==> config.mk <==
export PLATFORM = sky130hd
export DESIGN_NAME = pwm_reload_timer
export DESIGN_NICKNAME = d
export VERILOG_FILES = /design/src/rtl/pwmt_pkg.sv /design/src/rtl/pwmt_tick_gen.sv /design/src/rtl/pwmt_core.sv /design/src/rtl/pwmt_flag.sv /design/src/rtl/pwm_reload_timer.sv
export SDC_FILE = /design/constraint.sdc
export NUM_CORES = 1
export LEC_CHECK = 0
export BUFFER_PORTS_ARGS = -buffer_cell sky130_fd_sc_hd__buf_2
export CAP_MARGIN = 10
export CORE_UTILIZATION = 53
export DETAILED_ROUTE_END_ITERATION = 16
export PLACE_DENSITY = 0.72
export SETUP_SLACK_MARGIN = 0.15
export SKIP_CTS_REPAIR_TIMING = 1
export SLEW_MARGIN = 25
export SYNTH_ARGS = -nofsm -noshare
export SYNTH_HDL_FRONTEND = slang
export SYNTH_SLANG_ARGS = --single-unit
==> constraint.sdc <==
create_clock -name clk -period 2.15 [get_ports clk]
set_input_delay 0.43 -clock clk [delete_from_list [all_inputs] [get_ports clk]]
set_output_delay 0.43 -clock clk [all_outputs]
set_load 0.03 [all_outputs]
==> src/rtl/pwmt_pkg.sv <==
package pwmt_pkg;
  typedef enum logic [2:0] {
    ADDR_CNT  = 3'd0,
    ADDR_RLA  = 3'd1,
    ADDR_RLB  = 3'd2,
    ADDR_CTRL = 3'd3,
    ADDR_PEND = 3'd4
  } pwmt_addr_e;
endpackage

==> src/rtl/pwmt_tick_gen.sv <==
module pwmt_tick_gen #(
  parameter int SLOW_DIV = 10,
  parameter bit HS_EN    = 1'b1
) (
  input  logic clk,
  input  logic rst_n,
  input  logic run,
  input  logic hs,
  output logic tick
);
  localparam int PW = (SLOW_DIV > 1) ? $clog2(SLOW_DIV) : 1;
  localparam logic [PW-1:0] LAST = PW'(SLOW_DIV - 1);

  logic [PW-1:0] pc_q, pc_d;
  logic          hs_eff;

  generate
    if (HS_EN) begin : g_hs
      assign hs_eff = hs;
    end else begin : g_no_hs
      assign hs_eff = 1'b0;
    end
  endgenerate

  always_comb begin
    pc_d = pc_q;
    if (!run)              pc_d = '0;
    else if (pc_q == LAST) pc_d = '0;
    else                   pc_d = pc_q + 1'b1;
  end

  always_ff @(posedge clk or negedge rst_n) begin
    if (!rst_n) pc_q <= '0;
    else        pc_q <= pc_d;
  end

  assign tick = run & (hs_eff | (pc_q == LAST));
endmodule

==> src/rtl/pwmt_core.sv <==
module pwmt_core #(
  parameter int W = 16
) (
  input  logic         clk,
  input  logic         rst_n,
  input  logic         run,
  input  logic         tick,
  input  logic         cnt_we,
  input  logic [W-1:0] cnt_wd,
  input  logic [W-1:0] rld_a,
  input  logic [W-1:0] rld_b,
  output logic [W-1:0] cnt,
  output logic         sel_b,
  output logic         pwm,
  output logic         uflow
);
  logic [W-1:0] cnt_d;
  logic         sel_d, pwm_d;

  assign uflow = run & tick & (cnt == '0);

  always_comb begin
    cnt_d = cnt;
    sel_d = sel_b;
    pwm_d = pwm;
    if (!run) begin
      sel_d = 1'b0;
      pwm_d = 1'b0;
    end else if (uflow) begin
      cnt_d = sel_b ? rld_b : rld_a;
      sel_d = ~sel_b;
      pwm_d = ~pwm;
    end else if (tick) begin
      cnt_d = cnt - 1'b1;
    end
    if (cnt_we) cnt_d = cnt_wd;
  end

  always_ff @(posedge clk or negedge rst_n) begin
    if (!rst_n) begin
      cnt   <= '0;
      sel_b <= 1'b0;
      pwm   <= 1'b0;
    end else begin
      cnt   <= cnt_d;
      sel_b <= sel_d;
      pwm   <= pwm_d;
    end
  end
endmodule

==> src/rtl/pwmt_flag.sv <==
module pwmt_flag (
  input  logic clk,
  input  logic rst_n,
  input  logic set,
  input  logic clr,
  output logic pend
);
  logic pend_d;

  always_comb pend_d = set | (pend & ~clr);

  always_ff @(posedge clk or negedge rst_n) begin
    if (!rst_n) pend <= 1'b0;
    else        pend <= pend_d;
  end
endmodule

==> src/rtl/pwm_reload_timer.sv <==
module pwm_reload_timer #(
  parameter int         CNT_W    = 16,
  parameter int         MODE_W   = 3,
  parameter logic [2:0] PWM_CODE = 3'b010,
  parameter int         SLOW_DIV = 10,
  parameter bit         HS_EN    = 1'b1
) (
  input  logic             clk,
  input  logic             rst_n,
  input  logic             wr_en,
  input  logic [2:0]       wr_addr,
  input  logic [CNT_W-1:0] wr_data,
  output logic [CNT_W-1:0] cnt_o,
  output logic             pwm_o,
  output logic             pend_o
);
  import pwmt_pkg::*;

  logic [1:0]        rs_q;
  logic              rst_sync_n;
  logic [CNT_W-1:0]  rld_a, rld_b, rld_a_d, rld_b_d;
  logic [MODE_W-1:0] mode_q, mode_d;
  logic              hs_q, hs_d;
  logic              run, tick, uflow, sel_b, clr_req, cnt_we;

  always_ff @(posedge clk or negedge rst_n) begin
    if (!rst_n) rs_q <= 2'b00;
    else        rs_q <= {rs_q[0], 1'b1};
  end
  assign rst_sync_n = rs_q[1];

  assign cnt_we  = wr_en & (wr_addr == ADDR_CNT);
  assign clr_req = wr_en & (wr_addr == ADDR_PEND) & wr_data[0];
  assign run     = (mode_q == MODE_W'(PWM_CODE));

  always_comb begin
    rld_a_d = rld_a;
    rld_b_d = rld_b;
    mode_d  = mode_q;
    hs_d    = hs_q;
    if (wr_en) begin
      case (wr_addr)
        ADDR_RLA:  rld_a_d = wr_data;
        ADDR_RLB:  rld_b_d = wr_data;
        ADDR_CTRL: begin
          mode_d = wr_data[MODE_W-1:0];
          hs_d   = wr_data[MODE_W];
        end
        default: ;
      endcase
    end
  end

  always_ff @(posedge clk or negedge rst_sync_n) begin
    if (!rst_sync_n) begin
      rld_a  <= '0;
      rld_b  <= '0;
      mode_q <= '0;
      hs_q   <= 1'b0;
    end else begin
      rld_a  <= rld_a_d;
      rld_b  <= rld_b_d;
      mode_q <= mode_d;
      hs_q   <= hs_d;
    end
  end

  pwmt_tick_gen #(.SLOW_DIV(SLOW_DIV), .HS_EN(HS_EN)) u_tick (
    .clk(clk), .rst_n(rst_sync_n), .run(run), .hs(hs_q), .tick(tick)
  );

  pwmt_core #(.W(CNT_W)) u_core (
    .clk(clk), .rst_n(rst_sync_n), .run(run), .tick(tick),
    .cnt_we(cnt_we), .cnt_wd(wr_data), .rld_a(rld_a), .rld_b(rld_b),
    .cnt(cnt_o), .sel_b(sel_b), .pwm(pwm_o), .uflow(uflow)
  );

  pwmt_flag u_flag (
    .clk(clk), .rst_n(rst_sync_n), .set(uflow), .clr(clr_req), .pend(pend_o)
  );
endmodule

# Word-level counts from Yosys, hierarchy flattened
# Index checks and enable logic that the tools add are counted.
# word_totals
reg_bits	61
in_bits	22
output_inout_bits	18
wordCells	50
# op_classes
add_sub_neg	2
n_eq_ne	7
n_mux	11
n_bitwise	12
n_reduce_logical	8
# op_table
op	n
$mux W16	5
$logic_not A16 Y1	1
$sub A16 B1 Y16 const B	1
$eq A3 B2 Y1 const B	3
$mux W4	2
$reduce_and A2 Y1	4
$and A1 B1 Y1	7
$add A4 B1 Y4 const B	1
$eq A4 B4 Y1 const B	1
$mux W1	4
$eq A3 B1 Y1 const B	1
$eq A3 B3 Y1 const B	1
$logic_not A3 Y1	1
$not A1 Y1	3
$reduce_bool A3 Y1	1
$ne A2 B1 Y1 const B	1
$or A1 B1 Y1	2
$reduce_bool A2 Y1	1

# Depth between registers and ports, before layout
# Gate-level depths: netlist (run 1).
# depth
depth_word	8
mapped_depth	9
mapped_depth_nobuf	7

# By module
# A second synthesis (run 1) with hierarchy kept.
# hier_totals
hier_cells	289
area_unflattened_um2	3294.4
# modules_own_cells
module	instances	cells_each	area_each_um2	seq_area_each_um2
pwm_reload_timer	1	86	1557.7	950.9
pwmt_core	1	179	1483.9	450.4
pwmt_tick_gen	1	21	216.5	100.1
pwmt_flag	1	3	36.3	25.0

# Worst setup path after synthesis (run 1)
# Ideal clock, no wire load.
# synth_path
path_kind	flip-flop to flip-flop
from	register u_core.cnt[0]
to	register u_core.cnt[1]
setup_ns	0.082
arrival_time_ns	2.013
required_ns	2.068
slack_ns	0.055
path_stages_with_launch	8
path_buffers	0
period_less_slack_ns	2.095
cell_sequence	dfrtp_1 inv_1 ha_1 nor3b_4 nand4_2 nor2_4 mux2_2 o22ai_1
# synth_via
elab_chain_cells	5
elab_cells_between_ends	9
cone_classes	add/sub: 1; mux: 4; bitwise: 1; reduce/logical: 3
# synth_rtl
item	line	rtl
from (decl)	pwmt_core.sv:12	output logic [W-1:0] cnt,
from (signal assigned)	pwmt_core.sv:45	cnt <= cnt_d;
$sub A16 B1 Y16 / $logic_not A16 Y1 (equally long branches)	pwmt_core.sv:34, pwmt_core.sv:20	
$mux W16 / $and A1 B1 Y1 (equally long branches)	pwmt_core.sv:33, pwmt_core.sv:20	
$mux W16	pwmt_core.sv:29	end else if (uflow) begin
$mux W16	pwmt_core.sv:26	if (!run) begin
$mux W16	pwmt_core.sv:36	if (cnt_we) cnt_d = cnt_wd;
# Parallel ways exist; a longest one is shown, timed or not. The select of a mux whose other input is x is not followed.
# A chain may end at the register's enable or synchronous reset.

# Worst setup path in the final report (run 1)
# layout_path
from	register u_tick.pc_q[0]
to	register u_core.cnt[13]
# layout_via
elab_chain_cells	8
elab_cells_between_ends	10
cone_classes	eq/ne: 1; mux: 3; bitwise: 4; reduce/logical: 2
# layout_rtl
item	line	rtl
from (decl)	pwmt_tick_gen.sv:14	logic [PW-1:0] pc_q, pc_d;
from (signal assigned)	pwmt_tick_gen.sv:34	else pc_q <= pc_d;
$eq A4 B4 Y1 (*)	pwmt_tick_gen.sv:37	assign tick = run & (hs_eff | (pc_q == LAST));
$or A1 B1 Y1 (*)	pwmt_tick_gen.sv:37	
$and A1 B1 Y1 (*)	pwmt_tick_gen.sv:37	
$and A1 B1 Y1 (2 in a row)	pwmt_core.sv:20	assign uflow = run & tick & (cnt == '0);
$mux W16	pwmt_core.sv:29	
$mux W16	pwmt_core.sv:26	
$mux W16	pwmt_core.sv:36	
# Mark *: on every way between the ends. The rest lies on a longest branch, timed or not. The select of a mux whose other input is x is not followed.

==> impl_metrics.csv, run 1 <==
group,metric,value,unit
run_status,status,"completed",
die,initial_core_util,0.557,
pwr,power_density,1180,mW/mm²
synthesis,synth_top_family_by_area,"multiplexers",
final_layout,multiInputGateArea,0.00157,mm²
drt,drt-initial-drc-count,160,
final_layout,final_cell_mix,"dfrtp_1 (58), mux2_2 (44), buf_2 (39)",
synthesis,ys_seq_area_frac,0.492,
drt,avgViaCountPerCell,5.71,
final_layout,area_growth,21.4,%
synthesis,synthCells,275,
pwr,internal-power,0.00276,W
setup_path,critical_path_class,"register to register",
clocking,cts_buffer_depth,2,
setup_path,r2r_start,"u_tick.pc_q[0]$_DFF_PN0_",
pwr,p_comb_frac,0.367,
setup_path,critPathLaunch,"u_tick.pc_q[0]$_DFF_PN0_",
synthesis,ys_ff_latch,61,
synthesis,yosys-mux-area-fraction,0.186,
drt,routed_wl,6860,µm
final_layout,drive_above_1_share,0.407,
clocking,clkLatencyLatePin,340,ps
drt,wl_per_cell,16.7,µm
placed_design,placedInstanceArea,0.00351,mm²
clocking,cts_buffers,9,
die,die_y,78.5,µm
timing,drv_slew,0,
synthesis,avgSynthCellArea,11.3,µm²
drt,drc_errors,0,
die,io_pins,40,
synthesis,synth.distinct_cells,43,
setup_path,cp-start-kind,"register",
synthesis,synth_xor_area_frac,0.0423,
synthesis,ys_top_cells_by_area,"dfrtp_1 (49%), mux2_2 (16%), xnor2_1 (3.4%), nor2_1 (2.5%), mux2i_1 (2.3%)",
pwr,vdd_drop_max,721,µV
final_layout,diodes,0,
pwr,leakage,1.64,nW
timing,finalHoldViolCount,0,
placed_design,portBuffers,39,
clocking,h-tree-depth,3,
global_route,grt_max_degree,27,
synthesis,synth_nets,300,
drt,vias,2348,
pwr,swShare,0.378,
synthesis,async_flop_share,1.00,
global_route,antenna_found_initial,0,
global_route,grt.overflow.total,0,
synthesis,synth_compound_area_frac,0.0798,
die,die_area,0.00617,mm²
synthesis,yosysTopAreaCellShare,0.492,
setup_path,critPathArrivalTime,2140,ps
pwr,p_sw,0.00168,W
clocking,cts_sinks,61,
synthesis,syn_area,0.00310,mm²
synthesis,synth_warnings,0,
clocking,clk_pin_slew,70,ps
final_layout,final_common_cell,"dfrtp_1",
timing,period_minus_slack,1890,ps
global_route,track_usage,0.251,
die,rows,27,
final_layout,fillCellCount,432,
die,core-area,0.00557,mm²
clocking,cts_root_buf,"clkbuf_8",
placed_design,gp_congestion,0.827,
timing,skew,6.23,ps
setup_path,cp.required,2400,ps
clocking,cts_tree,"done",
drt,drtPass1Iterations,4,
synthesis,synth-main-ff-cell,"dfrtp_1",
synthesis,synth_simple_gate_area_frac,0.164,
pwr,p_clk_frac,0.225,
placed_design,dp_hpwl,4640,µm
final_layout,num-nets-final,359,
synthesis,synth_area_leader_cell,"dfrtp_1",
synthesis,synth_edf_count,0,
worst_hold_path,hp-class,"register to async pin",
global_route,grt_pass1_wl,11600,µm
pwr,p_seq_frac,0.408,
setup_path,cp_max_fo,22,
final_layout,final_area,0.00377,mm²
drt,ant_nets,0,
die,dieWidth,78.5,µm
timing,finalCritPeriodShare,0.880,
final_layout,seqCellArea,0.00153,mm²
timing,fin_tns_setup,0,ps
timing,clock.fmax,528,MHz
timing,report.final.setup_viol,0,
synthesis,synthAdderAreaFrac,0.0121,
global_route,grt_pass1_vias,2352,
setup_path,end_kind,"register",
run,maxCapViolations,0,
timing,rsz0062_at_grt,"yes",
power by group through the flow:
stage               Combinational [W]  Sequential, W  Clock [W]
floorplan                    0.000812        0.00206          0
global placement              0.00158        0.00179          0
detailed placement            0.00160        0.00180          0
CTS                           0.00161        0.00179    0.00102
global route                  0.00178        0.00186    0.00107
finish                        0.00163        0.00181   0.000999
cells in the mapped netlist, types with 2 or more instances:
master	number
nand3_1	12
nor2_1	21
nor3_1	4
and3b_1	2
o21ai_1	2
xor2_1	3
xnor2_1	12
nand4_1	5
o21ai_0	7
mux2i_1	7
a211oi_1	3
buf_2	7
mux2_2	45
o22ai_1	3
clkbuf_1	4
nor2b_1	5
nand2_1	15
nand2b_1	2
nor3b_1	2
a21oi_1	13
a221o_1	2
nor4_2	3
o31ai_1	3
o211ai_1	3
inv_1	3
and3_1	8
ha_1	3
dfrtp_1	61
layout make-up:
cell class | instances | share of cell area
inverter | 3 | 0.00299
tap | 72 | 0.0239
multi-input combinational | 199 | 0.415
timing repair buffer | 60 | 0.101
clock buffer | 12 | 0.0385
sequential | 61 | 0.406
clock inverter | 4 | 0.0126
per-stage QoR:
stage	setup slack [ps]	hold slack, ps	instances	total power (W)	util
global route	96.7	251	411	0.00471	0.676
global placement	179	213	391	0.00336	0.630
floorplan	160	134	275	0.00288	-
detailed placement	114	218	391	0.00340	0.630
finish	258	207	411	0.00444	0.676
CTS	49.9	-148	407	0.00441	0.664
critical path, cell delays in order (launching register included):
cell and delay (ps):
dfrtp_1 420, ha_2 210, and3b_1 190, o21ai_1 210, buf_12 200, or2_4 250
o21ai_0 130, o21ai_0 200
metal layers:
| metal | global-route usage | part of all wire | vias up |
|---|---|---|---|
| li1 | - | - | 1115 |
| met1 | 0.336 | 0.46 | 1169 |
| met2 | 0.388 | 0.47 | 54 |
| met3 | 0.0698 | 0.050 | 10 |
| met4 | 0.0907 | 0.013 | 0 |
| met5 | 0 | 0 | - |
registers in the layout, summed over array words and instances, names as in the netlist:
signal	cells
u_flag.pend	1
rld_a	16
u_core.sel_b	1
rld_b	16
rs_q	2
mode_q	3
u_tick.pc_q	4
u_core.cnt	16
hs_q	1
u_core.pwm	1
logic make-up after synthesis:
family,after synthesis
and+or+nand+nor,89
DFF,61
muxes,52
AOI/OAI and AO/OA,39
xor gates and xnor gates,15
buffers and inverters,15
adders and majority gates,3
other,1
worst paths after layout:
check,slack [ps],cells past startpoint,endpoint
worst max-delay path,260,7,u_core.cnt[13]$_DFFE_PN0P_
worst min-delay path,210,0,rld_b[2]$_DFFE_PN0P_
worst max register to register,260,7,u_core.cnt[13]$_DFFE_PN0P_
worst min register to register,210,0,rld_b[2]$_DFFE_PN0P_
max in group asynchronous,1360,1,u_core.cnt[5]$_DFFE_PN0P_
min in group clk,330,3,u_core.cnt[9]$_DFFE_PN0P_
No activity file was read; power rests on OpenSTA's default activity.
==> run 2: changes to the inputs <==
- clock period: 2.15 -> 2.1 ns (I/O delays scaled with it)
==> run 2 against run 1 <==
  * Clock power is 18% higher
  * Utilization up 0.90 points
  * Sequential power barely moved
  * Register-to-register slack lost 30 ps
  * Routed wire length is 2.3% higher
  * First-iteration DRC count up 3.1%
  * Non-clock buffer count up 5
  * Critical endpoint is now u_core.cnt[1]$_DFFE_PN0P_
  * Die area did not move
  * Critical path depth decreased by 1
  * Fmax grew 0.96%
==> impl_metrics.csv, run 2 (synthesis results as in run 1) <==
group,metric,value,unit
clocking,clk_pin_slew,70,ps
clocking,cts_buffers,9,
worst_hold_path,hp-class,"register to async pin",
timing,drv_slew,0,
setup_path,path_cells,"nor4_4, buf_4, nand4_4, nor2_4, mux2_4, o22ai_1",
timing,finalHoldViolCount,0,
final_layout,multiInputGateArea,0.00156,mm²
drt,avgViaCountPerCell,5.69,
die,die_area,0.00617,mm²
placed_design,portBuffers,39,
global_route,grt_pass1_vias,2237,
timing,report.final.setup_viol,0,
drt,drtPass1Iterations,4,
die,rows,27,
global_route,track_usage,0.248,
final_layout,top_regs,"rld_a (16), rld_b (16), u_core.cnt (16)",
setup_path,rrSetupSlack,230,ps
timing,finalCritPeriodShare,0.893,
timing,clock.fmax,534,MHz
clocking,cts_buffer_depth,2,
die,initial_core_util,0.557,
run,maxCapViolations,0,
drt,drt-initial-drc-count,165,
global_route,grt_max_degree,25,
setup_path,cp_max_fo,8,
clocking,cts_sinks,61,
drt,ant_nets,0,
pwr,vdd_drop_max,758,µV
clocking,clkLatencyLatePin,340,ps
final_layout,fin_util,0.685,
global_route,antenna_found_initial,0,
timing,rsz0062_at_grt,"yes",
setup_path,cp-start-kind,"register",
setup_path,critical_path_class,"register to register",
drt,routed_wl,7020,µm
drt,vias,2365,
setup_path,end_kind,"register",
run_status,status,"completed",
die,die_y,78.5,µm
drt,wl_per_cell,16.9,µm
final_layout,num-nets-final,364,
pwr,leakage,1.67,nW
setup_path,cp_slowest_cell,"dfrtp_2",
setup_path,cp.required,2350,ps
timing,skew,8.23,ps
final_layout,seqCellArea,0.00153,mm²
final_layout,diodes,0,
final_layout,drive_above_1_share,0.424,
drt,drc_errors,0,
placed_design,dp_hpwl,4700,µm
die,io_pins,40,
final_layout,final_cell_mix,"dfrtp_1 (56), mux2_2 (44), buf_2 (39)",
timing,period_minus_slack,1870,ps
pwr,power_density,1260,mW/mm²
placed_design,gp_congestion,0.835,
final_layout,area_growth,23.1,%
global_route,grt_pass1_wl,11500,µm
final_layout,final_common_cell,"dfrtp_1",
die,dieWidth,78.5,µm
die,core-area,0.00557,mm²
clocking,cts_root_buf,"clkbuf_8",
timing,fin_tns_setup,0,ps
clocking,cts_tree,"done",
global_route,grt.overflow.total,0,
setup_path,critPathArrivalTime,2130,ps
setup_path,cp_slowest_stage_delay,470,ps
final_layout,fillCellCount,427,
clocking,h-tree-depth,3,
==> run 2: per-stage QoR <==
stage	power [W]	setup slack, ps	hold slack (ps)	instance area [µm²]	instances
final	0.00482	226	205	3820	416
after global routing	0.00509	138	235	3820	416
after CTS	0.00471	92.0	-162	3730	410
after detailed placement	0.00353	130	207	3510	394
after global placement	0.00349	184	203	3510	394
after floorplan	0.00295	110	124	3130	275
==> run 2: final cells by class <==
class	instances	share of cell area
timing repair buffer	65	0.104
tap	72	0.0236
sequential	61	0.401
multi-input combinational	199	0.409
clock buffer	12	0.0406
inverter	3	0.00295
clock inverter	4	0.0183
==> run 2: final timing paths <==
kind | start | to | cells after the start
worst min-delay path | rs_q[1]$_DFF_PN0_ | u_core.cnt[1]$_DFFE_PN0P_ | 0
min in group clk | wr_data[2] | u_core.cnt[2]$_DFFE_PN0P_ | 3
worst min register to register | rs_q[1]$_DFF_PN0_ | u_core.cnt[1]$_DFFE_PN0P_ | 0
worst max-delay path | u_core.cnt[11]$_DFFE_PN0P_ | u_core.cnt[1]$_DFFE_PN0P_ | 6
max in group asynchronous | rs_q[1]$_DFF_PN0_ | u_core.cnt[12]$_DFFE_PN0P_ | 1
worst max register to register | u_core.cnt[11]$_DFFE_PN0P_ | u_core.cnt[1]$_DFFE_PN0P_ | 6
==> run 2: layer usage <==
layer,track usage,routed length [µm],up-vias
met2,0.368,3340,48
met3,0.0640,216,10
li1,-,-,1125
met5,0,0,-
met4,0.100,100,0
met1,0.346,3370,1182
==> run 2: critical path: cells and delay by family (launching register included) <==
kind,cells,cell delay (ps)
AOI/OAI and AO/OA,1,170
buffers and inverters,1,170
and+or+nand+nor,3,640
DFF,1,470
muxes,1,320
==> run 2: power by group <==
group | switching [W] | internal [W] | leakage (nW) | total, W
logic | 0.000968 | 0.000829 | 0.807 | 0.00180
clock network | 0.000452 | 0.000729 | 0.116 | 0.00118
registers | 0.000343 | 0.00150 | 0.744 | 0.00184
total | 0.00176 | 0.00305 | 1.67 | 0.00482
==> run 3: changes to the inputs <==
- clock period: 2.1 -> 1.75 ns (I/O delays scaled with it)
==> run 3 against run 2 <==
  * The flow now finishes with violations (negative setup slack)
  * Critical path depth grew 2
  * Register-to-register slack lost 250 ps
  * Sequential share of layout area shrank 2.6 points
  * Cell count grew 7.9%
  * Total power grew 19%
  * Flip-flop and latch count is the same
  * Die area is the same
  * Sequential power grew 12%
  * Clock skew shrank 1.1 ps
==> impl_metrics.csv, run 3 (synthesis results as in run 1) <==
group,metric,value,unit
final_layout,top_regs,"rld_a (16), rld_b (16), u_core.cnt (16)",
drt,vias,2523,
setup_path,rrSetupSlack,-20,ps
setup_path,cp-start-kind,"register",
drt,ant_nets,0,
drt,drtPass1Iterations,7,
global_route,antenna_found_initial,0,
timing,clock.fmax,564,MHz
setup_path,critPathLaunch,"u_tick.pc_q[1]$_DFF_PN0_",
drt,routed_wl,7660,µm
timing,finalHoldViolCount,0,
global_route,grt_pass1_wl,12500,µm
clocking,h-tree-depth,3,
pwr,vdd_drop_max,882,µV
final_layout,final_common_cell,"dfrtp_1",
drt,drc_errors,0,
die,io_pins,40,
clocking,clkLatencyLatePin,340,ps
setup_path,critPathTopFamily,"simple AND/OR/NAND/NOR gates",
setup_path,cp_slowest_stage_delay,380,ps
setup_path,cp_max_fo,6,
die,die_y,78.5,µm
pwr,leakage,1.83,nW
setup_path,cp.required,2010,ps
setup_path,r2r-end,"u_core.cnt[1]$_DFFE_PN0P_",
run_status,violations,"negative setup slack",
setup_path,critPathArrivalTime,2040,ps
die,core-area,0.00557,mm²
final_layout,area_growth,31.5,%
clocking,cts_buffers,9,
setup_path,reg2reg_depth,8,
worst_hold_path,hp-class,"register to async pin",
setup_path,cp_num_buf_inv,2,
timing,report.final.setup_viol,6,
setup_path,path_cells,"inv_1, ha_2, and3b_1, o21ai_2, buf_6, nor2_4, mux2_4, o22ai_2",
pwr,p_total,0.00574,W
clocking,clk_pin_slew,70,ps
drt,wl_per_cell,17.1,µm
final_layout,fin_util,0.732,
run_status,status,"complete, but fails checks",
setup_path,end_kind,"register",
clocking,cts_sinks,61,
die,die_area,0.00617,mm²
setup_path,r2r_start,"u_tick.pc_q[1]$_DFF_PN0_",
final_layout,diodes,0,
placed_design,dp_hpwl,5400,µm
setup_path,critical_path_class,"register to register",
final_layout,drive_above_1_share,0.493,
die,initial_core_util,0.557,
timing,rsz0062_at_grt,"yes",
global_route,track_usage,0.268,
drt,drt-initial-drc-count,129,
drt,avgViaCountPerCell,5.62,
die,rows,27,
placed_design,portBuffers,39,
setup_path,cp_slowest_cell,"dfrtp_1",
timing,drv_slew,0,
global_route,grt_max_degree,30,
final_layout,num-nets-final,397,
clocking,cts_tree,"done",
timing,period_minus_slack,1770,ps
timing,skew,7.17,ps
die,dieWidth,78.5,µm
clocking,cts_buffer_depth,2,
timing,finalCritPeriodShare,1.01,
pwr,power_density,1400,mW/mm²
run,maxCapViolations,0,
placed_design,gp_congestion,0.836,
clocking,cts_root_buf,"clkbuf_8",
global_route,grt.overflow.total,0,
timing,setup_slack,-22.3,ps
final_layout,final_cell_mix,"dfrtp_1 (58), buf_4 (50), mux2_2 (44)",
global_route,grt_pass1_vias,2635,
==> run 3: cell types whose count changed in the layout (fill, tap and decap cells not counted), moves of 3 or more <==
cell	previous run	this run
buf_4	24	50
o21ai_0	7	2
buf_6	1	5
o21ai_1	2	5
==> run 3: how the worst max path moves through the flow <==
| stage | end | cells after the start |
|---|---|---|
| finish | u_core.cnt[1]$_DFFE_PN0P_ | 8 |
| global route | u_core.cnt[5]$_DFFE_PN0P_ | 7 |
| CTS | u_core.cnt[1]$_DFFE_PN0P_ | 7 |
| detailed placement | u_core.cnt[1]$_DFFE_PN0P_ | 7 |
| global placement | u_core.cnt[8]$_DFFE_PN0P_ | 8 |
| floorplan | u_core.cnt[1]$_DFFE_PN0P_ | 7 |
==> run 3: metal layers <==
metal | global-route usage | share of wire
met1 | 0.355 | 0.46
met2 | 0.435 | 0.49
met3 | 0.0488 | 0.035
met4 | 0.107 | 0.014
met5 | 0 | 0
==> run 3: area by class of cell <==
class	instances	area (µm²)
Multi-Input combinational cell	200	1610
Sequential cell	61	1530
Fill cell	413	1490
Timing Repair Buffer	97	662
Clock buffer	15	176
Tap cell	72	90.1
Inverter	3	11.3
Clock inverter	1	5.00
==> run 3: where the power goes <==
group | internal (W) | switching (W)
Sequential | 0.00179 | 0.000266
Clock | 0.000630 | 0.000532
Combinational | 0.00117 | 0.00135
==> run 3: metrics by stage <==
| step | std cells | hold WS (ps) | setup WS, ps | cell area [µm²] | TNS [ps] |
|---|---|---|---|---|---|
| 6_report | 449 | 176 | -22.3 | 4080 | -63.3 |
| 5_1_grt | 449 | 208 | -127 | 4080 | -1290 |
| 4_1_cts | 443 | -221 | -54.2 | 3980 | -233 |
| 3_5_place_dp | 427 | 141 | -30.2 | 3790 | -97.7 |
| 3_3_place_gp | 427 | 135 | -6.36 | 3790 | -6.36 |
| 2_1_floorplan | 275 | 54.4 | -240 | 3170 | -2530 |
